## config.mk

```make
export PLATFORM = sky130hd
export DESIGN_NAME = nine_bit_cpu
export DESIGN_NICKNAME = d
export VERILOG_FILES = /design/src/rtl/cpu9_pkg.sv /design/src/rtl/cpu9_alu.sv /design/src/rtl/cpu9_regfile.sv /design/src/rtl/cpu9_mem.sv /design/src/rtl/nine_bit_cpu.sv
export SDC_FILE = /design/constraint.sdc
export NUM_CORES = 1
export LEC_CHECK = 0
export BUFFER_PORTS_ARGS = -buffer_cell sky130_fd_sc_hd__buf_2
export CAP_MARGIN = 10
export CELL_PAD_IN_SITES_DETAIL_PLACEMENT = 1
export CELL_PAD_IN_SITES_GLOBAL_PLACEMENT = 1
export CORE_MARGIN = 2
export CORE_UTILIZATION = 45
export CTS_CLUSTER_DIAMETER = 50
export DETAILED_ROUTE_END_ITERATION = 7
export HOLD_SLACK_MARGIN = 0.15
export PLACE_DENSITY_LB_ADDON = 0.1
export SLEW_MARGIN = 20
export SYNTH_ARGS = -nofsm -noshare
export SYNTH_HDL_FRONTEND = slang
export SYNTH_SLANG_ARGS = --single-unit
```

## constraint.sdc

```tcl
create_clock -name clk -period 6.25 [get_ports clk]
set_input_delay 1.25 -clock clk [delete_from_list [all_inputs] [get_ports clk]]
set_output_delay 1.25 -clock clk [all_outputs]
set_load 0.03 [all_outputs]
```

## src/rtl/cpu9_pkg.sv

```systemverilog
package cpu9_pkg;

    typedef enum logic [2:0] {
        OP_SUB   = 3'b000,
        OP_ADD   = 3'b001,
        OP_LOAD  = 3'b010,
        OP_STORE = 3'b011,
        OP_READ  = 3'b100,
        OP_WRITE = 3'b101,
        OP_GOTO  = 3'b110,
        OP_BRIF  = 3'b111
    } opcode_e;

    typedef enum logic [1:0] {
        ST_FETCH = 2'd0,
        ST_EXEC  = 2'd1,
        ST_HALT  = 2'd2
    } state_e;

endpackage

```

## src/rtl/cpu9_alu.sv

```systemverilog
module cpu9_alu #(
    parameter int DW = 9
) (
    input  logic [DW-1:0] opa,
    input  logic [DW-1:0] opb,
    input  logic          do_sub,
    output logic [DW-1:0] res
);
    // Natural DW-bit arithmetic gives the modulo-2^DW wrap.
    assign res = do_sub ? (opa - opb) : (opa + opb);
endmodule

```

## src/rtl/cpu9_regfile.sv

```systemverilog
module cpu9_regfile #(
    parameter int DW  = 9,
    parameter int RAW = 2
) (
    input  logic           clk,
    input  logic           rst,
    input  logic           we,
    input  logic [RAW-1:0] wa,
    input  logic [DW-1:0]  wd,
    input  logic [RAW-1:0] ra_a,
    input  logic [RAW-1:0] ra_b,
    input  logic [RAW-1:0] ra_c,
    output logic [DW-1:0]  rd_a,
    output logic [DW-1:0]  rd_b,
    output logic [DW-1:0]  rd_c
);
    localparam int NREG = 1 << RAW;

    logic [DW-1:0] regs [NREG];

    always_ff @(posedge clk) begin
        for (int i = 0; i < NREG; i++) begin
            if (rst)
                regs[i] <= '0;
            else if (we && wa == RAW'(i))
                regs[i] <= wd;
        end
    end

    assign rd_a = regs[ra_a];
    assign rd_b = regs[ra_b];
    assign rd_c = regs[ra_c];

    AST_REG_WRITE_LANDS: assert property (@(posedge clk) disable iff (rst)
        we |=> (regs[$past(wa)] == $past(wd)));
endmodule

```

## src/rtl/cpu9_mem.sv

```systemverilog
module cpu9_mem #(
    parameter int DW = 9,
    parameter int AW = 4
) (
    input  logic          clk,
    input  logic          we,
    input  logic [AW-1:0] wa,
    input  logic [DW-1:0] wd,
    input  logic [AW-1:0] ra,
    output logic [DW-1:0] rd
);
    localparam int DEPTH = 1 << AW;

    logic [DW-1:0] cells [DEPTH];

    always_ff @(posedge clk) begin
        if (we)
            cells[wa] <= wd;
    end

    assign rd = cells[ra];
endmodule

```

## src/rtl/nine_bit_cpu.sv

```systemverilog
module nine_bit_cpu
    import cpu9_pkg::*;
#(
    parameter int DW  = 9,
    parameter int AW  = 4,
    parameter int RAW = 2
) (
    input  logic          clk,
    input  logic          rst,
    input  logic          pre_we,
    input  logic [AW-1:0] pre_addr,
    input  logic [DW-1:0] pre_data,
    input  logic [DW-1:0] in_data,
    output logic [AW-1:0] io_sel,
    output logic [DW-1:0] out_data,
    output logic          out_valid,
    output logic          halted
);
    localparam int            OPW     = DW - AW - RAW;
    localparam logic [AW-1:0] LAST_PC = '1;

    state_e        state, nxt;
    logic [AW-1:0] pc;
    logic [DW-1:0] ir;
    logic          wrap;

    // instruction fields
    opcode_e        op;
    logic [RAW-1:0] f_dst, f_src1, f_src2;
    logic [AW-1:0]  f_addr;

    assign op     = opcode_e'(ir[DW-1 -: OPW]);
    assign f_dst  = ir[AW+RAW-1 -: RAW];
    assign f_src1 = ir[2*RAW-1 -: RAW];
    assign f_src2 = ir[RAW-1:0];
    assign f_addr = ir[AW-1:0];

    // datapath nets
    logic [DW-1:0] src1_val, src2_val, dst_val, alu_res, mem_rd, rf_wd;
    logic          rf_we, mem_we, alu_sub, jump, wr_stb;
    logic          mem_wen;
    logic [AW-1:0] mem_wa, mem_ra;
    logic [DW-1:0] mem_wd;

    cpu9_regfile #(.DW(DW), .RAW(RAW)) u_rf (
        .clk (clk),     .rst (rst),
        .we  (rf_we),   .wa  (f_dst),   .wd (rf_wd),
        .ra_a(f_src1),  .ra_b(f_src2),  .ra_c(f_dst),
        .rd_a(src1_val),.rd_b(src2_val),.rd_c(dst_val)
    );

    cpu9_alu #(.DW(DW)) u_alu (
        .opa(src1_val), .opb(src2_val), .do_sub(alu_sub), .res(alu_res)
    );

    // Preload owns the write port while reset is held.
    assign mem_wen = rst ? pre_we   : mem_we;
    assign mem_wa  = rst ? pre_addr : f_addr;
    assign mem_wd  = rst ? pre_data : dst_val;
    assign mem_ra  = (state == ST_EXEC) ? f_addr : pc;

    cpu9_mem #(.DW(DW), .AW(AW)) u_mem (
        .clk(clk), .we(mem_wen), .wa(mem_wa), .wd(mem_wd),
        .ra (mem_ra), .rd(mem_rd)
    );

    // state register
    always_ff @(posedge clk) begin
        if (rst)
            state <= ST_FETCH;
        else
            state <= nxt;
    end

    // next state and execute decode
    always_comb begin
        nxt     = state;
        rf_we   = 1'b0;
        rf_wd   = alu_res;
        mem_we  = 1'b0;
        alu_sub = 1'b0;
        jump    = 1'b0;
        wr_stb  = 1'b0;
        unique case (state)
            ST_FETCH: nxt = ST_EXEC;
            ST_EXEC: begin
                unique case (op)
                    OP_SUB:   begin rf_we = 1'b1; alu_sub = 1'b1; end
                    OP_ADD:   rf_we = 1'b1;
                    OP_LOAD:  begin rf_we = 1'b1; rf_wd = mem_rd; end
                    OP_STORE: mem_we = 1'b1;
                    OP_READ:  begin rf_we = 1'b1; rf_wd = in_data; end
                    OP_WRITE: wr_stb = 1'b1;
                    OP_GOTO:  jump = 1'b1;
                    OP_BRIF:  jump = |dst_val;
                    default:  ;
                endcase
                if (jump)
                    nxt = ST_FETCH;
                else if (wrap)
                    nxt = ST_HALT;
                else
                    nxt = ST_FETCH;
            end
            ST_HALT: nxt = ST_HALT;
            default: nxt = ST_FETCH;
        endcase
    end

    // PC, IR and output registers
    always_ff @(posedge clk) begin
        if (rst) begin
            pc        <= '0;
            ir        <= '0;
            wrap      <= 1'b0;
            out_data  <= '0;
            out_valid <= 1'b0;
        end else begin
            out_valid <= wr_stb;
            if (wr_stb)
                out_data <= dst_val;
            if (state == ST_FETCH) begin
                ir   <= mem_rd;
                pc   <= pc + 1'b1;
                wrap <= (pc == LAST_PC);
            end else if (state == ST_EXEC && jump) begin
                pc   <= f_addr;
                wrap <= 1'b0;
            end
        end
    end

    assign io_sel = f_addr;
    assign halted = (state == ST_HALT);

    AST_FETCH_TO_EXEC: assert property (@(posedge clk) disable iff (rst)
        (state == ST_FETCH) |=> (state == ST_EXEC));
    AST_PC_STEP: assert property (@(posedge clk) disable iff (rst)
        (state == ST_FETCH) |=> (pc == AW'($past(pc) + 1'b1)));
    AST_GOTO_TARGET: assert property (@(posedge clk) disable iff (rst)
        (state == ST_EXEC && op == OP_GOTO) |=> (pc == $past(f_addr)));
    AST_BRANCH_FALLTHRU: assert property (@(posedge clk) disable iff (rst)
        (state == ST_EXEC && op == OP_BRIF && dst_val == '0) |=> (pc == $past(pc)));
    AST_STROBE_SINGLE: assert property (@(posedge clk) disable iff (rst)
        out_valid |=> !out_valid);
    AST_HALT_HOLDS: assert property (@(posedge clk) disable iff (rst)
        halted |=> (halted && !out_valid));
endmodule

```

# Word level (Yosys, flattened, before mapping)

Memories as Yosys holds them, arrays and structs flattened. A register that Yosys moved wholly into a read port is not among the register bits.
Index checks and enable logic that the tools add are counted.

Add/subtract/negate cells: 3
Eq/ne operators: 13
Mux-type cells: 51
Bitwise gates (word level): 4
Reduce and logical (&&, ||, !) cells: 11

Operators by type and width:

| cell                | count |
|---|---|
| $mux 9              | 7 |
| $mux 1              | 29 |
| $pmux 9 s2          | 1 |
| $mux 2              | 8 |
| $mux 4              | 4 |
| $eq 3x3->1 const B  | 4 |
| $add 9x9->9         | 1 |
| $reduce_or 9->1     | 1 |
| $sub 9x9->9         | 1 |
| $eq 2x2->1 const B  | 3 |
| $eq 3x2->1 const B  | 2 |
| $pmux 2 s3          | 1 |
| $logic_and 1x1->1   | 5 |
| $add 4x1->4 const B | 1 |
| $eq 2x1->1 const B  | 2 |
| $eq 4x4->1 const B  | 1 |
| $logic_not 2->1     | 2 |
| $or 1x1->1          | 4 |
| $reduce_or 4->1     | 1 |
| $eq 3x1->1 const B  | 1 |
| $logic_not 3->1     | 1 |
| $pmux 1 s2          | 1 |
| $reduce_bool 2->1   | 1 |

Register bits: 26
Memory bits (writable): 180
Output and inout port bits: 15
Memories: 2

Memories:

| memory      | words | bits a word | rd ports | clocked after Yosys merged registers in | write ports | RTL line           | RTL |
|---|---|---|---|---|---|---|---|
| u_mem.cells | 16    | 9           | 1        | 0                                       | 1           | cpu9_mem.sv:14     | `logic [DW-1:0] cells [DEPTH];` |
| u_rf.regs   | 4     | 9           | 3        | 3                                       | 4           | cpu9_regfile.sv:19 | `logic [DW-1:0] regs [NREG];` |

# Longest topological paths before layout

Depth after elaboration: 9
Mapped depth: 16

# By module

A second synthesis with hierarchy kept.

Cells, all modules: 641
Area total of the unflattened synthesis: 9824.4 µm²

By module, submodules not included:

| module       | instances | cells an instance | area an instance (µm²) |
|---|---|---|---|
| cpu9_mem     | 1         | 245               | 5600.4 |
| cpu9_regfile | 1         | 128               | 2020.7 |
| nine_bit_cpu | 1         | 200               | 1679.1 |
| cpu9_alu     | 1         | 68                | 524.3 |

# Worst setup path after synthesis

Ideal clock, no wire load.

Kind: reg2reg
Start point: reg with a tool-made name
End point: mem u_rf.regs[0][8], data pin
Setup time: 0.264 ns
Arrival: 3.057 ns
Data required time: 5.986 ns
Path slack: 2.929 ns
Stages on the path, launching flop included: 14
Clock period less this slack: 3.321 ns
Path through: dfxtp_1 -> buf_2 -> mux4_2 -> inv_1 -> ha_1 -> mux2i_1 -> fa_1 -> a21o_1 -> a21oi_1 -> o21ai_0 -> o41ai_1 -> xnor2_1 -> a221oi_2 -> nor2_1

RTL lines:

| what          | RTL line |
|---|---|
| end, declared | cpu9_regfile.sv:19 |

==> run metrics <==
floorplan row count=55; leading cell type in the layout, fill and taps excluded=edfxtp_1; via-per-instance ratio=6.11; async set or reset register ratio after synthesis=0%; startpoint types=register; actual transition at the worst max-transition pin=1140 ps; clock transition at the register clock pins on the worst setup and hold paths after CTS=~60 ps; post-CTS setup buffers=0; number of buffers added to fix hold violations after cts=0; Yosys reg bits=about 210; overall via count from detail_route=between 7000 and 8000; via count of the first global-routing pass=7348; # DRC=0; multiplexer share of the synthesized area=between 10% and 20%; met2 layer wire length in the routed design=between 15 and 20 mm; Largest delay share family, worst path=compound AO/OA/AOI/OAI gates; clock share of power=34.1%; synthesis-to-finish area growth=12.3%; Post-synth EDFFs=between 150 and 200; CP bufs+invs=0; compound-gate portion of the synthesized area=a little over an eighth; detail-routed net length per standard cell=26.5 um; largest net degree at the start of global routing=51; total negative setup slack=0 ps; kind of end point of the critical path=register; static leakage=about 4.2 nW; xor/xnor cell area share of the yosys netlist=under 10%; H-tree depth reported by CTS=1; synth warn=0; metal1 wirelength=13.3 mm; routed wire length=slightly above 30 mm; sequential fraction of the synthesis area=58.1%; overflow left after global routing=0; Peak VDD IR=~0.24 mV; final antenna-violating net count=0; maximum clock frequency=0.246 GHz; Tcrit/Tclk final=65.1%; number of antenna violations at the first check in global routing=0; root buffer cell=clkbuf_16; # resized after CTS=0; routability congestion estimate=0.844; GR Util All Layers=between 20% and 30%; type of the most critical hold path=reg -> reg; Clock Latency Late Sink=approximately 540 ps; most used cells in the layout excluding fill and tap cells=edfxtp_1, nor2_1, a211oi_1, inv_1, mux2i_1; predominant post-synthesis flop cell=edfxtp_1; critical-path cell with the highest stage delay=dfxtp_1; DRC marker count from the first detailed-route iteration=430; detailed-routing iteration count for the pre-antenna-repair pass=4; HPWL Detailed=21.3 mm; cell count after synthesis=between 800 and 900; shortest period the worst path allows=slightly above 4000 ps; Post-Synth Adder-Cell Area=about 1.4%; Crit Path Max Fanout=42; basic-gate share of the synthesized area counting and, or, nand and nor cells=just under 9%; sequential cell fraction of total power=38.0%; post-synthesis cell type count=68; internal power=roughly 3 mW; Mapped Area=approximately 0.010 mm^2; worst hold slack=493 ps; max-cap viol count=0; worst rel slew slack=between 20 and 25%; number of pins with negative max-slew slack in the final report=0; post-route clock skew=approximately 15 ps; io pins=40; switching fraction of total power=between 30 and 40%; met3 wire length=around 1.3 mm; count of endpoints failing setup in the final report=0; Avg Synthesized Cell Area=roughly 13 um^2; required time at the worst-slack endpoint=around 6500 ps; CTS tree=done; share of layout cells above drive strength 1=between 15 and 20%; Horiz. Die Dim=~160 um; data arrival at the endpoint of the critical path=4340 ps; power per unit of standard cell area=392 mW/mm^2; Syn Nets=approximately 860; CTS buffer count=28; Antenna Cells=0; count of clock tree sinks=212; Port Buffers=39; CP peak stage delay=about 580 ps; DIE AREA=~0.024 mm^2; core region area=roughly 0.023 mm^2; Final Hold Fails=0; starting density of the core=a little under half; dominant combinational cell family by area after synthesis=compound AO/OA/AOI/OAI gates; type of the setup path with the least slack=reg -> reg; wire length of the first global-routing pass=around 46 mm; Sw Pwr=between 1.5 and 2 mW; result of the run=finished clean; logic gate share of total power=approximately 28%; die height=156 um; RSZ-0062 raised after global routing=no; highest metal layer with signal wires=met4; ordered list of cells on the worst path=nand2b_4 > nor4_4 > mux2i_1 > fa_1 > a21o_1 > a21oi_1 > o21ai_0 > o41ai_1 > xnor2_1 > a221oi_2 > nor2_1; nets@finish=between 800 and 900; Clock Tree Buf Depth=3
flip-flops by register name, summed over array words and instances, names as in the netlist, named ones only:
signal,count
u_mem.cells,144
u_rf.regs,36
ir,9
out_data,9
pc,4
state,2
out_valid,1
wrap,1
tightest hold or removal path, stage by stage, from the launching register on:
cell and delay [ps]:
dfxtp_1 310, nand2b_1 70, a21oi_1 60
cell families (layout without fill, tap and decap cells):
logic type,count (synthesis),after routing
fa+ha+maj,11,11
simple gates,201,201
mux,85,85
xor+xnor,15,15
compound gates,184,184
buf+inv,115,158
flops,212,212
area by class of cell:
| class | count | area, um^2 |
|---|---|---|
| inverters | 56 | 210 |
| clock inverters | 19 | 173 |
| multi-input cells | 496 | 3870 |
| repair buffers | 50 | 278 |
| clock buffers | 33 | 751 |
| flip-flops and latches | 212 | 6050 |
| fillers | 2308 | 11000 |
| well taps | 285 | 357 |
per-stage QoR:
stage	std cells	instance area [um^2]	util (%)	power (mW)	worst slack, ps
6_report	1151	11700	51.6	4.58	2180
5_1_grt	1151	11700	51.6	4.77	1840
4_1_cts	1151	11700	51.5	4.60	2260
3_3_place_gp	1099	10700	47.4	2.99	2330
2_1_floorplan	823	10400	-	2.63	2930
3_5_place_dp	1099	10700	47.4	3.03	2280
metal layers:
metal | GRT usage, % | vias to the layer above
met5 | 0 | -
met4 | 7.16 | 0
met3 | 3.14 | 41
met2 | 42.8 | 163
met1 | 35.2 | 3630
li1 | - | 3195
power by group through the flow:
stage,clock network (mW),registers [mW],logic (mW)
2_1_floorplan,0,1.69,0.936
3_3_place_gp,0,1.76,1.23
3_5_place_dp,0,1.77,1.26
4_1_cts,1.58,1.74,1.27
5_1_grt,1.64,1.75,1.38
6_report,1.56,1.74,1.28
synth_stat cells (5+ instances only):
master,n,share of area (%)
mux2i_1,53,5.1
ha_1,10,1.2
buf_4,8,0.58
nor2b_1,5,0.30
buf_6,7,0.76
mux2_2,5,0.54
mux4_2,27,5.8
nand2b_1,6,0.36
a211oi_1,96,6.9
dfxtp_1,32,6.2
xnor2_1,11,0.93
buf_2,16,0.77
a2111oi_0,10,0.84
nor2_1,99,3.6
o21ai_0,13,0.63
buf_1,5,0.18
a21oi_1,12,0.58
a2111oi_1,5,0.48
edfxtp_1,180,52
nor3_1,16,0.77
inv_1,55,2.0
clkbuf_1,22,0.79
nand2_1,46,1.7
worst paths after layout:
kind,from,endpoint,slack (ps),cells past startpoint
max,state[0]$_SDFF_PP0_,u_rf.regs[0][8]$_SDFFCE_PN0P_,2180,11
min,wrap$_SDFFE_PP0P_,wrap$_SDFFE_PP0P_,490,2
min reg2reg,wrap$_SDFFE_PP0P_,wrap$_SDFFE_PP0P_,490,2
max reg2reg,state[0]$_SDFF_PP0_,u_rf.regs[0][8]$_SDFFCE_PN0P_,2180,11
Power figures use the tool's default switching activity.
